### config.mk
export PLATFORM = sky130hd
export DESIGN_NAME = rftune_seq
export DESIGN_NICKNAME = d
export VERILOG_FILES = /design/src/rtl/rftune_pkg.sv /design/src/rtl/rftune_rom.sv /design/src/rtl/rftune_fsm.sv /design/src/rtl/rftune_seq.sv
export SDC_FILE = /design/constraint.sdc
export NUM_CORES = 1
export LEC_CHECK = 0
export CORE_ASPECT_RATIO = 1.2
export CORE_UTILIZATION = 45
export CTS_CLUSTER_DIAMETER = 100
export DETAILED_ROUTE_END_ITERATION = 7
export DONT_BUFFER_PORTS = 1
export PLACE_DENSITY_LB_ADDON = 0.1
export RECOVER_POWER = 50
export SLEW_MARGIN = 15
export SYNTH_ARGS = -nofsm -noshare
export SYNTH_HDL_FRONTEND = slang
export SYNTH_SLANG_ARGS = --single-unit
### constraint.sdc
create_clock -name clk -period 5.4 [get_ports clk]
set_input_delay 1.08 -clock clk [delete_from_list [all_inputs] [get_ports clk]]
set_output_delay 1.08 -clock clk [all_outputs]
set_load 0.05 [all_outputs]
### src/rtl/rftune_pkg.sv
package rftune_pkg;

    localparam int ADDR_W = 4;
    localparam int PAY_W  = 20;
    localparam int WORD_W = ADDR_W + PAY_W;

    typedef enum logic [2:0] {
        ST_IDLE,
        ST_SYNTH,
        ST_RATIO,
        ST_VCO,
        ST_MODE,
        ST_GAIN,
        ST_FIN
    } seq_state_e;

    function automatic logic [7:0] synth_std(input logic [3:0] ch);
        logic [7:0] v;
        case (ch)
            4'd1, 4'd2:                 v = 8'h47;
            4'd3, 4'd4, 4'd5, 4'd6:     v = 8'h67;
            4'd7, 4'd8, 4'd9, 4'd10:    v = 8'h57;
            4'd11, 4'd12, 4'd13:        v = 8'h77;
            default:                    v = 8'h4f;
        endcase
        return v;
    endfunction

    function automatic logic [11:0] divide_ratio(input logic [3:0] ch);
        logic [11:0] v;
        case (ch)
            4'd14:                      v = 12'hccc;
            4'd1, 4'd5, 4'd9, 4'd13:    v = 12'h999;
            4'd2, 4'd6, 4'd10:          v = 12'h99b;
            4'd3, 4'd7, 4'd11:          v = 12'h998;
            default:                    v = 12'h99a;
        endcase
        return v;
    endfunction

    // Low byte of the standard VCO entry; tables are rotations of this list.
    function automatic logic [7:0] vco_low(input logic [4:0] k);
        logic [7:0] v;
        case (k)
            5'd0:    v = 8'h65;
            5'd1:    v = 8'h55;
            5'd2:    v = 8'h75;
            5'd3:    v = 8'h4d;
            5'd4:    v = 8'h6d;
            5'd5:    v = 8'h5d;
            5'd6:    v = 8'h7d;
            5'd7:    v = 8'h43;
            5'd8:    v = 8'h63;
            5'd9:    v = 8'h53;
            5'd10:   v = 8'h73;
            5'd11:   v = 8'h4b;
            5'd12:   v = 8'h6b;
            default: v = 8'h5b;
        endcase
        return v;
    endfunction

    function automatic logic [7:0] vco_high(input logic [2:0] pair);
        logic [7:0] v;
        case (pair)
            3'd1:       v = 8'h60;
            3'd3, 3'd5: v = 8'h64;
            default:    v = 8'h66;
        endcase
        return v;
    endfunction

    function automatic logic [19:0] mode_word(input logic [1:0] n);
        logic [19:0] v;
        case (n)
            2'd0:    v = 20'h25f98;
            2'd1:    v = 20'h25f9a;
            2'd2:    v = 20'h25f94;
            default: v = 20'h27fd4;
        endcase
        return v;
    endfunction

    function automatic logic [19:0] tx_gain(input logic [7:0] idx);
        logic [19:0] v;
        case (idx)
            8'h00:   v = 20'h0e313;
            8'h01:   v = 20'h0fb13;
            8'h02:   v = 20'h0e093;
            8'h03:   v = 20'h0f893;
            8'h04:   v = 20'h0ea93;
            8'h05:   v = 20'h1f093;
            8'h06:   v = 20'h1f493;
            8'h07:   v = 20'h1f693;
            8'h08:   v = 20'h1f393;
            8'h09:   v = 20'h1f35b;
            8'h0a:   v = 20'h1e6db;
            8'h0b:   v = 20'h1ff3f;
            8'h0c:   v = 20'h1ffff;
            8'h0d:   v = 20'h361d7;
            8'h0e:   v = 20'h37fbf;
            8'h0f:   v = 20'h3ff8b;
            8'h10:   v = 20'h3ff33;
            8'h11:   v = 20'h3fb3f;
            8'h12:   v = 20'h3ffff;
            default: v = 20'h00000;
        endcase
        return v;
    endfunction

endpackage

### src/rtl/rftune_rom.sv
module rftune_rom
    import rftune_pkg::*;
#(
    parameter int CH_W  = 4,
    parameter int CFG_W = 4,
    parameter int PWR_W = 8
) (
    input  seq_state_e        step,
    input  logic [1:0]        mode_n,
    input  logic [CH_W-1:0]   ch,
    input  logic [CFG_W-1:0]  cfg,
    input  logic              autocal,
    input  logic [PWR_W-1:0]  pwr,
    output logic [WORD_W-1:0] word
);
    localparam logic [15:0] AUTOCAL_VCO  = 16'h6662;
    localparam logic [19:0] VCO_RSV_BITS = 20'h40000;
    localparam logic [7:0]  AUTOCAL_SYN  = 8'h68;

    logic [3:0]        ch4;
    logic [3:0]        ch_m1;
    logic [2:0]        pair;
    logic [1:0]        grp;
    logic [4:0]        rot_k;
    logic [7:0]        syn;
    logic [15:0]       vco_entry;
    logic [ADDR_W-1:0] addr;
    logic [PAY_W-1:0]  pay;

    always_comb begin
        ch4       = 4'(ch);
        ch_m1     = ch4 - 4'd1;
        pair      = ch_m1[3:1];
        grp       = pair[2:1];
        rot_k     = 5'(cfg) + 5'd3 - 5'(grp);
        syn       = synth_std(ch4);
        vco_entry = autocal ? AUTOCAL_VCO : {vco_high(pair), vco_low(rot_k)};
    end

    always_comb begin
        addr = '0;
        pay  = '0;
        unique case (step)
            ST_SYNTH: begin
                addr = 4'd1;
                pay  = {4'h0, (autocal ? AUTOCAL_SYN : 8'h00), syn};
            end
            ST_RATIO: begin
                addr = 4'd2;
                pay  = {8'h00, divide_ratio(ch4)};
            end
            ST_VCO: begin
                addr = 4'd3;
                pay  = VCO_RSV_BITS | {4'h0, vco_entry};
            end
            ST_MODE: begin
                addr = 4'd0;
                pay  = mode_word(mode_n);
            end
            ST_GAIN: begin
                addr = 4'd7;
                pay  = tx_gain(8'(pwr));
            end
            default: begin
                addr = '0;
                pay  = '0;
            end
        endcase
    end

    assign word = {addr, pay};

endmodule

### src/rtl/rftune_fsm.sv
module rftune_fsm
    import rftune_pkg::*;
#(
    parameter int CH_W     = 4,
    parameter int CFG_W    = 4,
    parameter int PWR_W    = 8,
    parameter int MAX_CH   = 14,
    parameter int NUM_CFG  = 11,
    parameter int NUM_GAIN = 19
) (
    input  logic             clk,
    input  logic             rst_n,
    input  logic             start,
    input  logic [CH_W-1:0]  chan,
    input  logic [CFG_W-1:0] cfg_idx,
    input  logic             use_autocal,
    input  logic [PWR_W-1:0] pwr_idx,
    input  logic             cmd_ready,
    output seq_state_e       state,
    output logic [1:0]       mode_n,
    output logic [CH_W-1:0]  ch_q,
    output logic [CFG_W-1:0] cfg_q,
    output logic             ac_q,
    output logic [PWR_W-1:0] pwr_q,
    output logic             cmd_valid,
    output logic             busy,
    output logic             done,
    output logic             err
);
    localparam logic [1:0] LAST_MODE = 2'd3;

    seq_state_e state_nx;
    logic       req_bad;
    logic       accept;
    logic       gain_ok;
    logic       err_q;
    logic       hs;

    always_comb begin
        req_bad = (int'(chan) == 0) || (int'(chan) > MAX_CH) ||
                  (!use_autocal && (int'(cfg_idx) >= NUM_CFG));
        accept  = (state == ST_IDLE) && start && !req_bad;
        gain_ok = int'(pwr_q) < NUM_GAIN;
        hs      = cmd_valid && cmd_ready;
    end

    // state register
    always_ff @(posedge clk or negedge rst_n) begin
        if (!rst_n) begin
            state <= ST_IDLE;
        end else begin
            state <= state_nx;
        end
    end

    // next state
    always_comb begin
        state_nx = state;
        unique case (state)
            ST_IDLE:  if (accept) state_nx = ST_SYNTH;
            ST_SYNTH: if (cmd_ready) state_nx = ST_RATIO;
            ST_RATIO: if (cmd_ready) state_nx = ST_VCO;
            ST_VCO:   if (cmd_ready) state_nx = ST_MODE;
            ST_MODE:  if (cmd_ready && mode_n == LAST_MODE)
                          state_nx = gain_ok ? ST_GAIN : ST_FIN;
            ST_GAIN:  if (cmd_ready) state_nx = ST_FIN;
            ST_FIN:   state_nx = ST_IDLE;
            default:  state_nx = ST_IDLE;
        endcase
    end

    // captured request, mode step and error flag
    always_ff @(posedge clk or negedge rst_n) begin
        if (!rst_n) begin
            ch_q   <= '0;
            cfg_q  <= '0;
            ac_q   <= 1'b0;
            pwr_q  <= '0;
            mode_n <= '0;
            err_q  <= 1'b0;
        end else begin
            if (accept) begin
                ch_q  <= chan;
                cfg_q <= cfg_idx;
                ac_q  <= use_autocal;
                pwr_q <= pwr_idx;
                err_q <= 1'b0;
            end else if (state == ST_IDLE && start) begin
                err_q <= 1'b1;
            end
            if (state == ST_VCO) begin
                mode_n <= '0;
            end else if (state == ST_MODE && hs) begin
                mode_n <= mode_n + 2'd1;
            end
        end
    end

    // outputs
    always_comb begin
        cmd_valid = (state == ST_SYNTH) || (state == ST_RATIO) || (state == ST_VCO) ||
                    (state == ST_MODE)  || (state == ST_GAIN);
        busy      = (state != ST_IDLE);
        done      = (state == ST_FIN);
        err       = err_q;
    end

    assert_done_pulse_R9: assert property (@(posedge clk) disable iff (!rst_n)
        done |=> !done);

    assert_err_quiet_R12: assert property (@(posedge clk) disable iff (!rst_n)
        err |-> !cmd_valid);

    assert_start_ignored_R11: assert property (@(posedge clk) disable iff (!rst_n)
        (busy && start) |=> ($stable(ch_q) && $stable(cfg_q) && $stable(ac_q) && $stable(pwr_q)));

    assert_gain_skip_R8: assert property (@(posedge clk) disable iff (!rst_n)
        (state == ST_MODE && mode_n == LAST_MODE && cmd_ready && !gain_ok) |=> done);

endmodule

### src/rtl/rftune_seq.sv
module rftune_seq
    import rftune_pkg::*;
#(
    parameter int CH_W     = 4,
    parameter int CFG_W    = 4,
    parameter int PWR_W    = 8,
    parameter int MAX_CH   = 14,
    parameter int NUM_CFG  = 11,
    parameter int NUM_GAIN = 19
) (
    input  logic              clk,
    input  logic              rst_n,
    input  logic              start,
    input  logic [CH_W-1:0]   chan,
    input  logic [CFG_W-1:0]  cfg_idx,
    input  logic              use_autocal,
    input  logic [PWR_W-1:0]  pwr_idx,
    input  logic              cmd_ready,
    output logic              cmd_valid,
    output logic [WORD_W-1:0] cmd_word,
    output logic              busy,
    output logic              done,
    output logic              err
);
    seq_state_e       state;
    logic [1:0]       mode_n;
    logic [CH_W-1:0]  ch_q;
    logic [CFG_W-1:0] cfg_q;
    logic             ac_q;
    logic [PWR_W-1:0] pwr_q;

    rftune_fsm #(
        .CH_W(CH_W), .CFG_W(CFG_W), .PWR_W(PWR_W),
        .MAX_CH(MAX_CH), .NUM_CFG(NUM_CFG), .NUM_GAIN(NUM_GAIN)
    ) u_fsm (
        .clk(clk), .rst_n(rst_n), .start(start),
        .chan(chan), .cfg_idx(cfg_idx), .use_autocal(use_autocal), .pwr_idx(pwr_idx),
        .cmd_ready(cmd_ready),
        .state(state), .mode_n(mode_n),
        .ch_q(ch_q), .cfg_q(cfg_q), .ac_q(ac_q), .pwr_q(pwr_q),
        .cmd_valid(cmd_valid), .busy(busy), .done(done), .err(err)
    );

    rftune_rom #(
        .CH_W(CH_W), .CFG_W(CFG_W), .PWR_W(PWR_W)
    ) u_rom (
        .step(state), .mode_n(mode_n),
        .ch(ch_q), .cfg(cfg_q), .autocal(ac_q), .pwr(pwr_q),
        .word(cmd_word)
    );

    assert_hold_R10: assert property (@(posedge clk) disable iff (!rst_n)
        (cmd_valid && !cmd_ready) |=> (cmd_valid && $stable(cmd_word)));

    assert_first_word_R2: assert property (@(posedge clk) disable iff (!rst_n)
        $rose(cmd_valid) |-> (cmd_word[23:20] == 4'd1));

    assert_vco_reserved_R5: assert property (@(posedge clk) disable iff (!rst_n)
        (cmd_valid && cmd_word[23:20] == 4'd3) |-> (cmd_word[19:16] == 4'h4));

    assert_addr_set_R1: assert property (@(posedge clk) disable iff (!rst_n)
        cmd_valid |-> (cmd_word[23:20] inside {4'd0, 4'd1, 4'd2, 4'd3, 4'd7}));

endmodule

Yosys cells after proc, flatten, opt, wreduce, memory -nomap -nowiden
Memory sizes are Yosys's and may differ from the RTL's.
Cells that the tools add are included.

cells by class
  add/subtract/negate cells = 4
  bitwise operators = 0
  $mul = 0
  divide/modulo/power cells = 0
  reduce and logical (&&, ||, !) cells = 23
  $lt $le $gt $ge = 3
  eq/ne operators = 18
  mux-type cells = 20
  shift-type cells = 0

operators with widths
  operator             number
  $pmux 20 s5          1
  $pmux 14 s3          1
  $mux 20              1
  $mux 3               6
  $pmux 3 s6           1
  $eq 3x3->1 const B   4
  $pmux 3 s4           1
  $mux 11              1
  $eq 3x2->1 const B   3
  $lt 8x5->1 const B   1
  $mux 8               1
  $ne 2x2->1 const B   4
  $mux 7               1
  $eq 3x1->1 const B   2
  $logic_and 1x1->1    6
  $logic_not 3->1      2
  $logic_or 1x1->1     6
  $mux 2               3
  $pmux 3 s2           1
  $reduce_and 6->1     1
  $add 4x2->5 const B  1
  $sub 5x2->5          1
  $eq 2x2->1 const B   2
  $ge 4x4->1 const B   1
  12 further kinds     16

storage, ports and cells
  memories kept = 4
  memory bits (writable) = 0
  output and inout bits = 28
  latch bits = 0
  bits in read-only memories = 816
  flip-flop bits (word level) = 23
  word-level logic and storage cells = 79

memory list
  name              depth  bits a word  rd ports  clocked after memory_dff  wr ports  line              text
  (name not given)  32     18           1         0                         0         rftune_pkg.sv:86  case (idx)
  (name not given)  16     7            1         0                         0         rftune_pkg.sv:31  case (ch)
  (name not given)  16     5            1         0                         0         rftune_pkg.sv:44  case (k)
  (name not given)  16     3            1         0                         0         rftune_pkg.sv:19  case (ch)

Longest topological paths before layout
  word-level depth = 9
  depth in mapped cells = 11
  depth with buffers taken out = 11

Hierarchy
From an unflattened synthesis, not the netlist that was laid out.

second synthesis, totals
  cells, all modules = 276
  area, all modules = 2,442.3 µm²

modules (own cells, without submodules)
  module      area each (µm²)  instances  cells an instance
  rftune_rom  1,337.5          1          187
  rftune_fsm  1,104.8          1          89

Worst setup path before layout
No wires, ideal clock.

  path kind = register to output
  from = reg u_fsm.ch_q[1]
  to = out cmd_word[3]
  cell stages (with the launch flop) = 12
  buffers on the path = 0
  slack = 1.286 ns
  arrival = 3.034 ns
  cells stage by stage = dfrtp_1 inv_1 ha_1 ha_1 ha_1 ha_1 inv_1 fa_1 xnor2_1 o22ai_1 a21boi_0 o211ai_1

between the ends
  cells in the longest elaborated chain, start to end = 6
  elaborated cells between the ends (all ways) = 7
  those cells by class = 2 x add/sub; 3 x mux; 2 x memory

ends and longest elaborated chain
  element                 line              text
  start, declared         rftune_fsm.sv:21  output logic [CH_W-1:0] ch_q,
  start signal, assigned  rftune_fsm.sv:83  ch_q <= chan;
  $sub 4x1->4             rftune_rom.sv:32  ch_m1 = ch4 - 4'd1;
  $sub 5x2->5             rftune_rom.sv:35  rot_k = 5'(cfg) + 5'd3 - 5'(grp);
  $mem_v2 16x5            -
  $mux 8                  rftune_pkg.sv:44
  $mux 11                 rftune_rom.sv:37  vco_entry = autocal ? AUTOCAL_VCO : {vco_high(pair), vco_low(rot_k)};
  $pmux 20 s5 *           rftune_rom.sv:43  unique case (step)
  end, declared           rftune_seq.sv:20  output logic [WORD_W-1:0] cmd_word,

Every way passes the cells marked *; elsewhere a longest branch is shown, timed or not.

Worst setup path after layout
  from = reg u_fsm.ch_q[1]
  to = out cmd_word[4]

The elaborated chain is that of the path after synthesis.

==> results.cfg <==
[status]
status = finished clean

[cells_and_area]
area_delta_synth_final_pct = 4.215
final-instance-count-excl-fill = 333
finalNetCount = 320
drive_gt1_share_pct = 12.45
diodes = 0
n_fill_cell = 508

[place]
dpl.cell_count = 329
detailed_place_hpwl_um = 4555
globalplace.congestion = 0.7817
dp_slack_ns = 1.222
port_buffers = 0

[global_routing]
grt_antenna_before_repair = 0
grt_max_degree = 24
overflow = 0
grt_pass1_vias = 1854
grt_pass1_wl_um = 9570
grt_util_all_layers_pct = 23.03

[yosys]
synth_area_leaders = dfrtp_1, ha_1, mux2_4
ys_ff_latch = 23
synth_most_common_cell = ha_1
postSynthCellCount = 276
yosys_warnings = 0
synth_cell_types = 58
syn_area_um2 = 2345
synth_flop_cell = dfrtp_1
yosys-top-cells-count = ha_1, a21oi_1, dfrtp_1
synth_top_area_share_pct = 24.55
async_flop_share_pct = 100.0
yosysSeqAreaShare_pct = 24.55
synth_edf_count = 0
syn_avg_cell_area_um2 = 8.495
synth_top_area_cell = dfrtp_1

[timing]
fmax_mhz = 226.1
finClkSkew_ns = 0.005468
setup_viol = 0
hold_viol = 0
grt_setup_unrepaired = no
worst_hold_slack_ns = 0.4929
slew_viol_final = 0
worst_slew_pin_slew_ns = 1.158
period_share_pct = 81.89
postLayoutSetupSlackWorst_ns = 0.9778
layout_min_cycle_time_ns = 4.422
relSlewSlack_pct = 24.18
fin_setup_tns_ns = 0

[floorplanning]
die_area_um2 = 5505
ios = 49
num_rows = 28
fp.dieW_um = 67.90
dieHeight_um = 81.08
design.core.area_um2 = 4975
start_util_pct = 47.13

[worst_setup_path]
cp_max_fo = 9
arrival_ns = 3.34
reg2reg_depth = 4
reg2reg_slack_ns = 2.51
r2r-end = u_fsm.pwr_q[5]$_DFFE_PN0P_
cp-end-kind = primary output
worstSetupPathType = reg -> out
start_kind = flop
crit-reg2reg-launch = u_fsm.state[2]$_DFFE_PN0P_
crit_required_ns = 4.32

[run]
maxCapViolCount = 0

[drt]
first_pass_iters = 4
wl_per_cell_um = 17.99
wirelength_um = 5991
ant_nets = 0
drc = 0
vias = 2008
vias_per_cell = 6.030
drtIter0Drc = 187

[clock_network]
clk_pin_slew_ns = 0.09
postCtsSetupBuffers = 0
cts.repair.resized = 0
cts_tree = yes
clk_latency_ns = 0.27
cts_root_buf = clkbuf_8
cts_buffers = 3
cts.path.max_buffers = 2
cts_max_level = 1
postCtsHoldBufs = 0
clkSinkCount = 23

[worst_hold_path]
worstHoldPathType = in -> async
cell usage in the layout, fill, tap and decap left out, drive strengths merged, types with 3 or more instances in the layout:
cell type and count:
buf 10, nand4 3, a21boi 3, mux2 18, o211ai 7, ha 24
nand2b 9, a311oi 4, or3 3, o21a 4, nand2 18, a21oi 23
nor3 4, a211oi 3, o21ai 10, clkbuf 3, nor2b 7, a22oi 3
nand3 5, dfrtp 23, nor2 22, inv 17, a21o 5
state kept, by name (all words and copies together) (netlist names):
name          flops
u_fsm.cfg_q       4
u_fsm.state       3
u_fsm.ac_q        1
u_fsm.ch_q        4
u_fsm.mode_n      2
u_fsm.pwr_q       8
u_fsm.err         1
kinds of logic (layout without fill, tap and decap cells):
logic type,count (synthesis),count (layout),share of synthesized area [%]
simple gates,86,86,19.69
mux,20,20,10.78
flops,23,23,24.55
compound gates,83,83,24.01
fa+ha+maj,25,25,13.66
buf+inv,36,32,6.403
other cells,1,2,0.1599
xor+xnor,2,2,0.7472
layer usage:
| layer | global-route usage (%) | vias to the layer above | part of all wire [%] |
|---|---|---|---|
| li1 | - | 995 | - |
| met1 | 32.73 | 952 | 47 |
| met3 | 2.949 | 6 | 4.8 |
| met5 | 0 | - | 0 |
| met4 | 4.375 | 0 | 0.85 |
| met2 | 37.13 | 55 | 47 |
worst max path at each step:
stage | from | end | slack (ns) | cells after the start
2_1_floorplan | u_fsm.ch_q[1]$_DFFE_PN0P_ | cmd_word[3] | 1.29 | 11
3_3_place_gp | u_fsm.ch_q[1]$_DFFE_PN0P_ | cmd_word[4] | 1.36 | 11
3_5_place_dp | u_fsm.ch_q[1]$_DFFE_PN0P_ | cmd_word[4] | 1.22 | 11
4_1_cts | u_fsm.ch_q[1]$_DFFE_PN0P_ | cmd_word[4] | 0.95 | 11
5_1_grt | u_fsm.ch_q[1]$_DFFE_PN0P_ | cmd_word[4] | 0.77 | 11
6_report | u_fsm.ch_q[1]$_DFFE_PN0P_ | cmd_word[4] | 0.98 | 11
worst max-delay path, stage by stage (launching register included):
cell and delay (ns):
dfrtp_1 0.52, inv_1 0.11, ha_1 0.21, ha_1 0.34, ha_1 0.17, ha_1 0.15
inv_1 0.05, fa_1 0.42, xnor2_1 0.33, nand2_1 0.09, a31oi_1 0.17, nand4_1 0.53
final cells by class:
| type | count | area, um2 | area share [%] |
|---|---|---|---|
| multi-input cells | 218 | 1604 | 65.64 |
| flip-flops and latches | 23 | 575.6 | 23.55 |
| repair buffers | 10 | 75.07 | 3.072 |
| well taps | 60 | 75.07 | 3.072 |
| inverters | 18 | 67.56 | 2.765 |
| clock buffers | 3 | 41.29 | 1.690 |
| clock inverters | 1 | 5.005 | 0.2048 |
through the flow:
stage / instance area (um2) / util [%]
final: 2444 / 49.12
after global routing: 2444 / 49.12
after CTS: 2462 / 49.50
after detailed placement: 2416 / 48.57
after global placement: 2416 / 48.57
after floorplan: 2349 / -
Power is not shown: default switching activity piles up to over one toggle a cycle in this logic, so the estimate is an artifact.
